--- src/rtl/asm_flag_counter.sv ---
module asm_flag_counter #(
  parameter int CNT_W = 4
) (
  input  logic             clk,
  input  logic             rst,
  input  logic             start,
  output logic [CNT_W-1:0] cnt,
  output logic             trk_flag,
  output logic             done_flag,
  output logic             st_idle,
  output logic             st_count,
  output logic             st_fin
);
  localparam int TRK_BIT = 1;
  localparam int END_BIT = 2;

  typedef enum logic [1:0] {
    S_IDLE  = 2'b00,
    S_COUNT = 2'b01,
    S_FIN   = 2'b11
  } state_t;

  state_t state, state_nx;

  logic cmd_clear, cmd_inc, cmd_set_done;
  logic at_end;

  assign at_end       = cnt[TRK_BIT] & cnt[END_BIT];
  assign cmd_clear    = (state == S_IDLE) & start;
  assign cmd_inc      = (state == S_COUNT);
  assign cmd_set_done = (state == S_FIN);

  always_comb begin
    case (state)
      S_IDLE:  state_nx = start  ? S_COUNT : S_IDLE;
      S_COUNT: state_nx = at_end ? S_FIN   : S_COUNT;
      default: state_nx = S_IDLE;
    endcase
  end

  always_ff @(posedge clk) begin
    if (rst) begin
      state     <= S_IDLE;
      cnt       <= '0;
      trk_flag  <= 1'b0;
      done_flag <= 1'b0;
    end else begin
      state <= state_nx;
      if (cmd_clear)
        cnt <= '0;
      else if (cmd_inc)
        cnt <= cnt + 1'b1;
      if (cmd_inc)
        trk_flag <= cnt[TRK_BIT];
      if (cmd_clear)
        done_flag <= 1'b0;
      else if (cmd_set_done)
        done_flag <= 1'b1;
    end
  end

  assign st_idle  = (state == S_IDLE);
  assign st_count = (state == S_COUNT);
  assign st_fin   = (state == S_FIN);
endmodule


--- config.mk ---
export PLATFORM = sky130hd
export DESIGN_NAME = asm_flag_counter
export DESIGN_NICKNAME = d
export VERILOG_FILES = /design/src/rtl/asm_flag_counter.sv
export SDC_FILE = /design/constraint.sdc
export NUM_CORES = 1
export LEC_CHECK = 0
export BUFFER_PORTS_ARGS = -buffer_cell sky130_fd_sc_hd__buf_2
export CAP_MARGIN = 10
export CORE_AREA = 2 2 39 41
export CTS_CLUSTER_DIAMETER = 30
export DETAILED_ROUTE_END_ITERATION = 8
export DIE_AREA = 0 0 41 43
export HOLD_SLACK_MARGIN = 0.02
export PLACE_DENSITY_LB_ADDON = 0.08
export SYNTH_ARGS = -nofsm -noshare
export SYNTH_HDL_FRONTEND = slang
export SYNTH_SLANG_ARGS = --single-unit
--- constraint.sdc ---
create_clock -name clk -period 1.3 [get_ports clk]
set_clock_uncertainty 0.2 [all_clocks]
set_input_delay 0.13 -clock clk [delete_from_list [all_inputs] [get_ports clk]]
set_output_delay 0.13 -clock clk [all_outputs]
set_load 0.02 [all_outputs]
==> flow_summary.ini, run 1 <==
[run_status]
outcome = completed

[placed_design]
gp_routability_congestion = 0.633
buffer_ports.inserted = 11
placed_area_sq_um = 392

[timing]
timing.slew.headroom_pct = 86.3
fin_setup_tns_ns = 0
max_freq_ghz = 0.771
finalMaxSlewViolations = 0
grt_setup_unrepaired = true
timing.final.setup_violations = 0
finalHoldWorstSlack_ns = 0.263
finalCritPeriodShare_pct = 99.8
worstMarginPinSlew_ns = 0.204
period_minus_slack_ns = 1.30
finalHoldViolations = 0

[floorplan]
die_h_um = 43
core_area_sq_mm = 0.00138
fp.dieW_um = 41
pin_count = 12
floorplan.die_area_sq_mm = 0.00176
initial_core_util_pct = 22.2
placementRows = 14

[drt]
dr.first_iter.drc_count = 2
drt_drc_violations_left = 0
drt.antenna.violating_nets = 0
via_count = 319
avgViaCountPerCell = 4.49
drt_pass1_iterations = 3
drt_total_wl_um = 764
routed_wire_length_per_instance_um = 10.8

[finish]
layout.cell_area.non_filler_sq_um = 497
num-nets-final = 61
antenna_cells_inserted = 0
synth_to_final_area_change_pct = 62.0
drive_above_1_share_pct = 49.1

[global_route]
overflow = 0
antenna_found_initial = 0
grt_start_max_net_pins = 7
wire_length_of_the_first_global_routing_pass_um = 1170
grt_pass1_vias = 295
groute.usage.overall_pct = 11.0

[yosys]
syn-num-nets = 39
synth_async_sr_flop_share_pct = 0
yosys_warnings = 0
yosysMostFrequentCell = dfxtp_1
netlist_instances = 35
syn_avg_cell_area_sq_um = 8.76
cell_area_after_synthesis_sq_um = 307
synth_enable_flop_cells = 0
synth.top_cells.by_area = dfxtp_1 52%, nor2_1 8.6%, a21oi_1 4.9%, nand2_1 4.9%, ha_1 4.1%
synth-seq-cells = 8
synth_commonest_cells = 8 x dfxtp_1, 7 x nor2_1, 4 x nand2_1
synth_flop_cell = dfxtp_1
yosysSeqAreaShare_pct = 52.2
yosys.area.top_type_share_pct = 52.2
yosysUniqueCellTypes = 16
synthDominantAreaCellType = dfxtp_1

[job]
cap_violations = 0

[critical_path]
timing.critical_path.required_ns = 0.97
critical-path-top-cell-by-count = buf_6
critPathMaxFanout = 3
timing.critical_path.slowest_stage_cell = dfxtp_2
critical_path.startpoint = state[1]$_SDFF_PP0_
crit_path_start_kind = flop
data_arrival_time_of_the_critical_path_ns = 0.97
cp_slowest_stage_delay_ns = 0.33
critPathBufInv = 2
critPathTopFamily = flip-flops
critical_path.endpoint_type = primary output
cells_along_the_critical_path = buf_6, and2_4, buf_6
regToRegStartpoint = state[1]$_SDFF_PP0_
criticalPathCategory = reg -> out

[cts]
clkSinkCount = 8
tritoncts = built
clk_pin_slew_ns = 0.06
max-clock-path-buffers = 2
cts_root_buf = clkbuf_4
tritoncts.num_buffers = 3
insertion_delay_of_the_later_clocked_pin_in_the_worst_skew_pair_ns = 0.26
cts_max_level = 1

[power]
peakVddDrop_mv = 0.551
power_leakage_uw = 0.000225
finalPower_uw = 511
power_per_cell_area_mw_per_mm2 = 1030

[hold_path]
hold_path.class = reg -> reg
worstHoldStart = done_flag$_SDFFE_PP0P_
[routing by layer]
layer  track usage [%]  wire length [um]  vias to the layer above
li1                  -                 -                      156
met1              9.68               291                      149
met2              15.9               386                       12
met3              9.95                72                        2
met4              6.00                13                        0
met5                 0                 0                        -
[cells by family after synthesis]
logic type                 after synthesis  synth area share, %
AOI/OAI and AO/OA                        5                 8.98
buffers and inverters                    2                 2.45
adders and majority gates                1                 4.08
DFF                                      8                 52.2
and+or+nand+nor                         17                 26.5
xor gates and xnor gates                 2                 5.72
[power breakdown]
part / leakage, uW / internal, uW / switching (uW)
Sequential: 0.0000670 / 251 / 8.16
Combinational: 0.000144 / 28.1 / 31.2
Clock: 0.0000138 / 106 / 86.8
Total: 0.000225 / 385 / 126
[path summary, 6_finish.rpt]
path,to,slack [ns],depth (start not counted)
max,st_fin,0.003,3
min,done_flag$_SDFFE_PP0P_,0.26,2
max reg2reg,cnt[3]$_SDFFE_PP0N_,0.01,3
min reg2reg,done_flag$_SDFFE_PP0P_,0.26,2
[what timing repair did]
action | CTS | global route
setup endpoints to repair | 4 | 3
hold buffers | 2 | 0
endpoints found under the hold margin | 3 | 0
gates cloned | 0 | 0
resized for setup | 11 | 3
setup buffers | 3 | 0
[tightest hold or removal path, stage by stage (launching register included)]
cell and delay (ns):
dfxtp_1 0.32, nor2_1 0.04, nor2_1 0.07
[placed cells by master (no fill, tap or decap), types with 2 or more instances in the layout]
master	n
clkbuf_4	3
dfxtp_2	3
buf_2	8
buf_6	3
dfxtp_1	4
a21oi_1	2
nor2_1	6
dlygate4sd3_1	2
nand2_1	4
buf_4	4
[per-stage QoR]
step | setup WS (ns) | cells | util (%)
floorplan | 0.00708 | 35 | -
global placement | 0.0530 | 63 | 28.3
detailed placement | 0.0128 | 63 | 28.3
global route | -0.0712 | 71 | 35.9
finish | 0.00285 | 71 | 35.9
CTS | -0.00781 | 71 | 35.2
[state kept, by name, summed over array words and instances (netlist names)]
| name | flops |
|---|---|
| cnt | 4 |
| done_flag | 1 |
| state | 2 |
| trk_flag | 1 |
[cell type report]
class	count	area, sq um
Sequential cell	8	168
Tap cell	16	20.0
Inverter	2	7.51
Fill cell	162	887
Timing Repair Buffer	17	124
Multi-Input combinational cell	25	155
Clock buffer	3	22.5
Note: power is estimated with default switching activity, not from simulation.
==> inputs of run 2 (changes only) <==
--- a/config.mk
+++ b/config.mk
@@ -5,12 +5,12 @@
 export SDC_FILE = /design/constraint.sdc
 export NUM_CORES = 1
 export LEC_CHECK = 0
-export BUFFER_PORTS_ARGS = -buffer_cell sky130_fd_sc_hd__buf_2
 export CAP_MARGIN = 10
 export CORE_AREA = 2 2 39 41
 export CTS_CLUSTER_DIAMETER = 30
 export DETAILED_ROUTE_END_ITERATION = 8
 export DIE_AREA = 0 0 41 43
+export DONT_BUFFER_PORTS = 1
 export HOLD_SLACK_MARGIN = 0.02
 export PLACE_DENSITY_LB_ADDON = 0.08
 export SYNTH_ARGS = -nofsm -noshare
==> flow_summary.ini, run 2 (synthesis results as in run 1) <==
[run_status]
outcome = completed

[placed_design]
placed_area_sq_um = 382
dp_slack_ns = 0.0520
gp_routability_congestion = 0.620
place.detailed.hpwl_um = 500
buffer_ports.inserted = 0

[critical_path]
critPathBufInv = 2
critPathTopFamily = flip-flops
critPathMaxFanout = 6
data_arrival_time_of_the_critical_path_ns = 0.94
crit_path_start_kind = flop
cells_along_the_critical_path = nand2b_4, inv_4, buf_6
timing.critical_path.slowest_stage_cell = dfxtp_4
critical_path.endpoint_type = primary output
timing.critical_path.required_ns = 0.97
cp_slowest_stage_delay_ns = 0.35
criticalPathCategory = reg -> out

[floorplan]
initial_core_util_pct = 22.2
die_h_um = 43
floorplan.die_area_sq_mm = 0.00176
pin_count = 12
fp.dieW_um = 41
core_area_sq_mm = 0.00138
placementRows = 14

[timing]
finalHoldViolations = 0
finalCritPeriodShare_pct = 97.8
timing.final.setup_violations = 0
worstMarginPinSlew_ns = 0.229
grt_setup_unrepaired = true
finalMaxSlewViolations = 0
period_minus_slack_ns = 1.27
timing.slew.headroom_pct = 84.7
max_freq_ghz = 0.787
setup_slack_ns = 0.0288

[cts]
insertion_delay_of_the_later_clocked_pin_in_the_worst_skew_pair_ns = 0.25
cts_root_buf = clkbuf_4
clk_pin_slew_ns = 0.05
cts_max_level = 1
tritoncts.num_buffers = 3
clkSinkCount = 8
max-clock-path-buffers = 2
post_cts_setup_bufs = 0
tritoncts = built

[hold_path]
hold_path.class = reg -> reg

[drt]
dr.first_iter.drc_count = 7
drt_drc_violations_left = 0
routed_wire_length_per_instance_um = 10.7
via_count = 270
drt_total_wl_um = 671
drt.antenna.violating_nets = 0
drt_pass1_iterations = 4
avgViaCountPerCell = 4.29

[finish]
drive_above_1_share_pct = 36.2
final.fill_count = 157
layout_commonest_cell = nor2_1
most-common-layout-cells = 7 x nor2_1, 6 x buf_4, 4 x nand2_1, 4 x dfxtp_1
largest-register = cnt
multiInputGateArea_sq_um = 148
biggestRegsByFlops = cnt: 4 flops, state: 2 flops
antenna_cells_inserted = 0
synth_to_final_area_change_pct = 44.9
final-seq-area_sq_um = 168
largest_reg_flops = 4
layout.cell_area.non_filler_sq_um = 444
num-nets-final = 53

[power]
power_leakage_uw = 0.000180
power_per_cell_area_mw_per_mm2 = 1120
peakVddDrop_mv = 0.402

[global_route]
grt_pass1_vias = 274
groute.usage.overall_pct = 9.76
overflow = 0
grt_start_max_net_pins = 7
antenna_found_initial = 0
wire_length_of_the_first_global_routing_pass_um = 1120

[job]
cap_violations = 0
==> run 2: layout make-up <==
| type | count | area share, % |
|---|---|---|
| Sequential cell | 8 | 37.7 |
| Clock buffer | 3 | 5.07 |
| Inverter | 2 | 2.25 |
| Multi-Input combinational cell | 25 | 33.2 |
| Timing Repair Buffer | 9 | 17.2 |
| Tap cell | 16 | 4.51 |
==> run 2: timing repair <==
action                                 CTS  global route
endpoints found under the hold margin    8             0
hold buffers                             2             0
resized for setup                        5             3
setup endpoints to repair                1             3
pin swaps                                0             1
==> run 2: power by group <==
part / internal, uW / switching (uW)
sequential: 250 / 7.20
clock: 105 / 81.3
combinational: 24.9 / 30.1
total: 380 / 119
==> run 2: worst paths after layout <==
check,endpoint,depth (start not counted),slack [ns],start
worst max-delay path,st_count,3,0.03,state[1]$_SDFF_PP0_
worst min-delay path,state[0]$_SDFF_PP0_,1,0.25,state[1]$_SDFF_PP0_
worst max register to register,cnt[3]$_SDFFE_PP0N_,3,0.07,state[1]$_SDFF_PP0_
worst min register to register,state[0]$_SDFF_PP0_,1,0.25,state[1]$_SDFF_PP0_
==> run 2: per-stage QoR <==
step | hold slack, ns | utilization, % | instances | total power, uW | setup TNS (ns)
floorplan | -0.000934 | - | 35 | 290 | 0
global placement | 0.00166 | 27.6 | 58 | 307 | 0
detailed placement | 0.00445 | 27.6 | 58 | 307 | 0
CTS | 0.257 | 31.6 | 63 | 508 | 0
global route | 0.267 | 32.1 | 63 | 526 | -0.0402
finish | 0.246 | 32.1 | 63 | 499 | 0
==> run 2: routing by layer <==
metal  GRT usage [%]  share of wire (%)  up-vias
li1                -                  -      144
met1            12.6                 47      116
met2            12.2                 42        8
met3            3.66                 10        2
met4            8.00               0.75        0
met5               0                  0        -
==> inputs of run 3 (changes only) <==
--- a/config.mk
+++ b/config.mk
@@ -13,6 +13,7 @@
 export DONT_BUFFER_PORTS = 1
 export HOLD_SLACK_MARGIN = 0.02
 export PLACE_DENSITY_LB_ADDON = 0.08
+export SETUP_SLACK_MARGIN = 0.15
 export SYNTH_ARGS = -nofsm -noshare
 export SYNTH_HDL_FRONTEND = slang
 export SYNTH_SLANG_ARGS = --single-unit
==> flow_summary.ini, run 3 (synthesis results as in run 1) <==
[job]
cap_violations = 0

[cts]
cts_root_buf = clkbuf_4
cts_max_level = 1
tritoncts = built
insertion_delay_of_the_later_clocked_pin_in_the_worst_skew_pair_ns = 0.25
tritoncts.num_buffers = 3
clk_pin_slew_ns = 0.05
max-clock-path-buffers = 2
clkSinkCount = 8

[floorplan]
die_h_um = 43
fp.dieW_um = 41
initial_core_util_pct = 22.2
placementRows = 14
floorplan.die_area_sq_mm = 0.00176
pin_count = 12
core_area_sq_mm = 0.00138

[finish]
multiInputGateArea_sq_um = 170
layout.cell_area.non_filler_sq_um = 504
most-common-layout-cells = 8 x buf_4, 6 x nor2_1, 5 x dfxtp_4
biggestRegsByFlops = cnt: 4 flops, state: 2 flops
antenna_cells_inserted = 0
largest_reg_flops = 4
num-nets-final = 56
synth_to_final_area_change_pct = 64.5
final.fill_count = 152
layout_commonest_cell = buf_4
final-seq-area_sq_um = 179
largest-register = cnt
drive_above_1_share_pct = 48.0

[timing]
period_minus_slack_ns = 1.25
fin_setup_tns_ns = 0
grt_setup_unrepaired = true
finalMaxSlewViolations = 0
finalHoldWorstSlack_ns = 0.256
worstMarginPinSlew_ns = 0.233
finalCritPeriodShare_pct = 96.0
max_freq_ghz = 0.801
finalHoldViolations = 0
timing.final.setup_violations = 0
timing.slew.headroom_pct = 84.4

[critical_path]
critPathBufInv = 2
criticalPathCategory = reg -> out
critPathMaxFanout = 6
timing.critical_path.required_ns = 0.97
critical_path.endpoint_type = primary output
data_arrival_time_of_the_critical_path_ns = 0.92
reg2reg_setup_slack_ns = 0.07
critPathTopFamily = flip-flops
crit_path_start_kind = flop
timing.critical_path.slowest_stage_cell = dfxtp_4
cp_slowest_stage_delay_ns = 0.36
cells_along_the_critical_path = nand2b_4, inv_4, buf_6

[drt]
drt.antenna.violating_nets = 0
via_count = 294
dr.first_iter.drc_count = 0
drt_pass1_iterations = 1
routed_wire_length_per_instance_um = 11.3
drt_total_wl_um = 745
avgViaCountPerCell = 4.45
drt_drc_violations_left = 0

[global_route]
groute.usage.overall_pct = 11.1
overflow = 0
grt_pass1_vias = 267
wire_length_of_the_first_global_routing_pass_um = 1180
grt_start_max_net_pins = 7
antenna_found_initial = 0

[power]
power_per_cell_area_mw_per_mm2 = 1030
power_leakage_uw = 0.000198
peakVddDrop_mv = 0.588

[placed_design]
buffer_ports.inserted = 0
gp_routability_congestion = 0.641
placed_area_sq_um = 390

[run_status]
outcome = completed

[hold_path]
hold_path.class = reg -> reg
## run 3: final cells by class
type                       instances  area share (%)
clock buffer                       3            4.47
inverter                           2            1.99
multi-input combinational         25            33.7
sequential                         8            35.5
tap                               16            3.97
timing repair buffer              12            20.3
## run 3: where the power goes
part           internal [uW]  switching, uW
Sequential               244           9.31
Combinational           38.4           34.3
Clock                    106           87.1
Total                    389            131
## run 3: final timing paths
check / cells after the start / endpoint / from
setup / recovery: 3 / st_count / state[1]$_SDFF_PP0_
hold / removal: 1 / state[0]$_SDFF_PP0_ / state[1]$_SDFF_PP0_
setup reg to reg: 3 / cnt[3]$_SDFFE_PP0N_ / state[1]$_SDFF_PP0_
hold reg to reg: 1 / state[0]$_SDFF_PP0_ / state[1]$_SDFF_PP0_
## run 3: repair_timing
action | in CTS | in global routing
buffers inserted | 2 | 1
pin swaps | 1 | 2
hold buffers | 2 | 0
endpoints found under the setup margin | 5 | 10
endpoints found under the hold margin | 8 | 0
resized for setup | 9 | 4
## run 3: layer usage
| metal | part of all wire [%] | up-vias | global-route usage, % |
|---|---|---|---|
| met5 | 0 | - | 0 |
| met4 | 1.6 | 0 | 6.00 |
| met3 | 10 | 2 | 9.42 |
| met2 | 49 | 11 | 13.1 |
| met1 | 39 | 135 | 13.2 |
| li1 | - | 146 | - |
## run 3: through the flow
| stage | utilization, % | worst slack [ns] | instances | total power (uW) |
|---|---|---|---|---|
| floorplan | - | 0.0900 | 35 | 288 |
| global placement | 28.2 | 0.0648 | 58 | 305 |
| detailed placement | 28.2 | 0.0390 | 58 | 305 |
| CTS | 34.6 | 0.0316 | 65 | 527 |
| global route | 36.4 | 0.00289 | 66 | 559 |
| finish | 36.4 | 0.0518 | 66 | 519 |
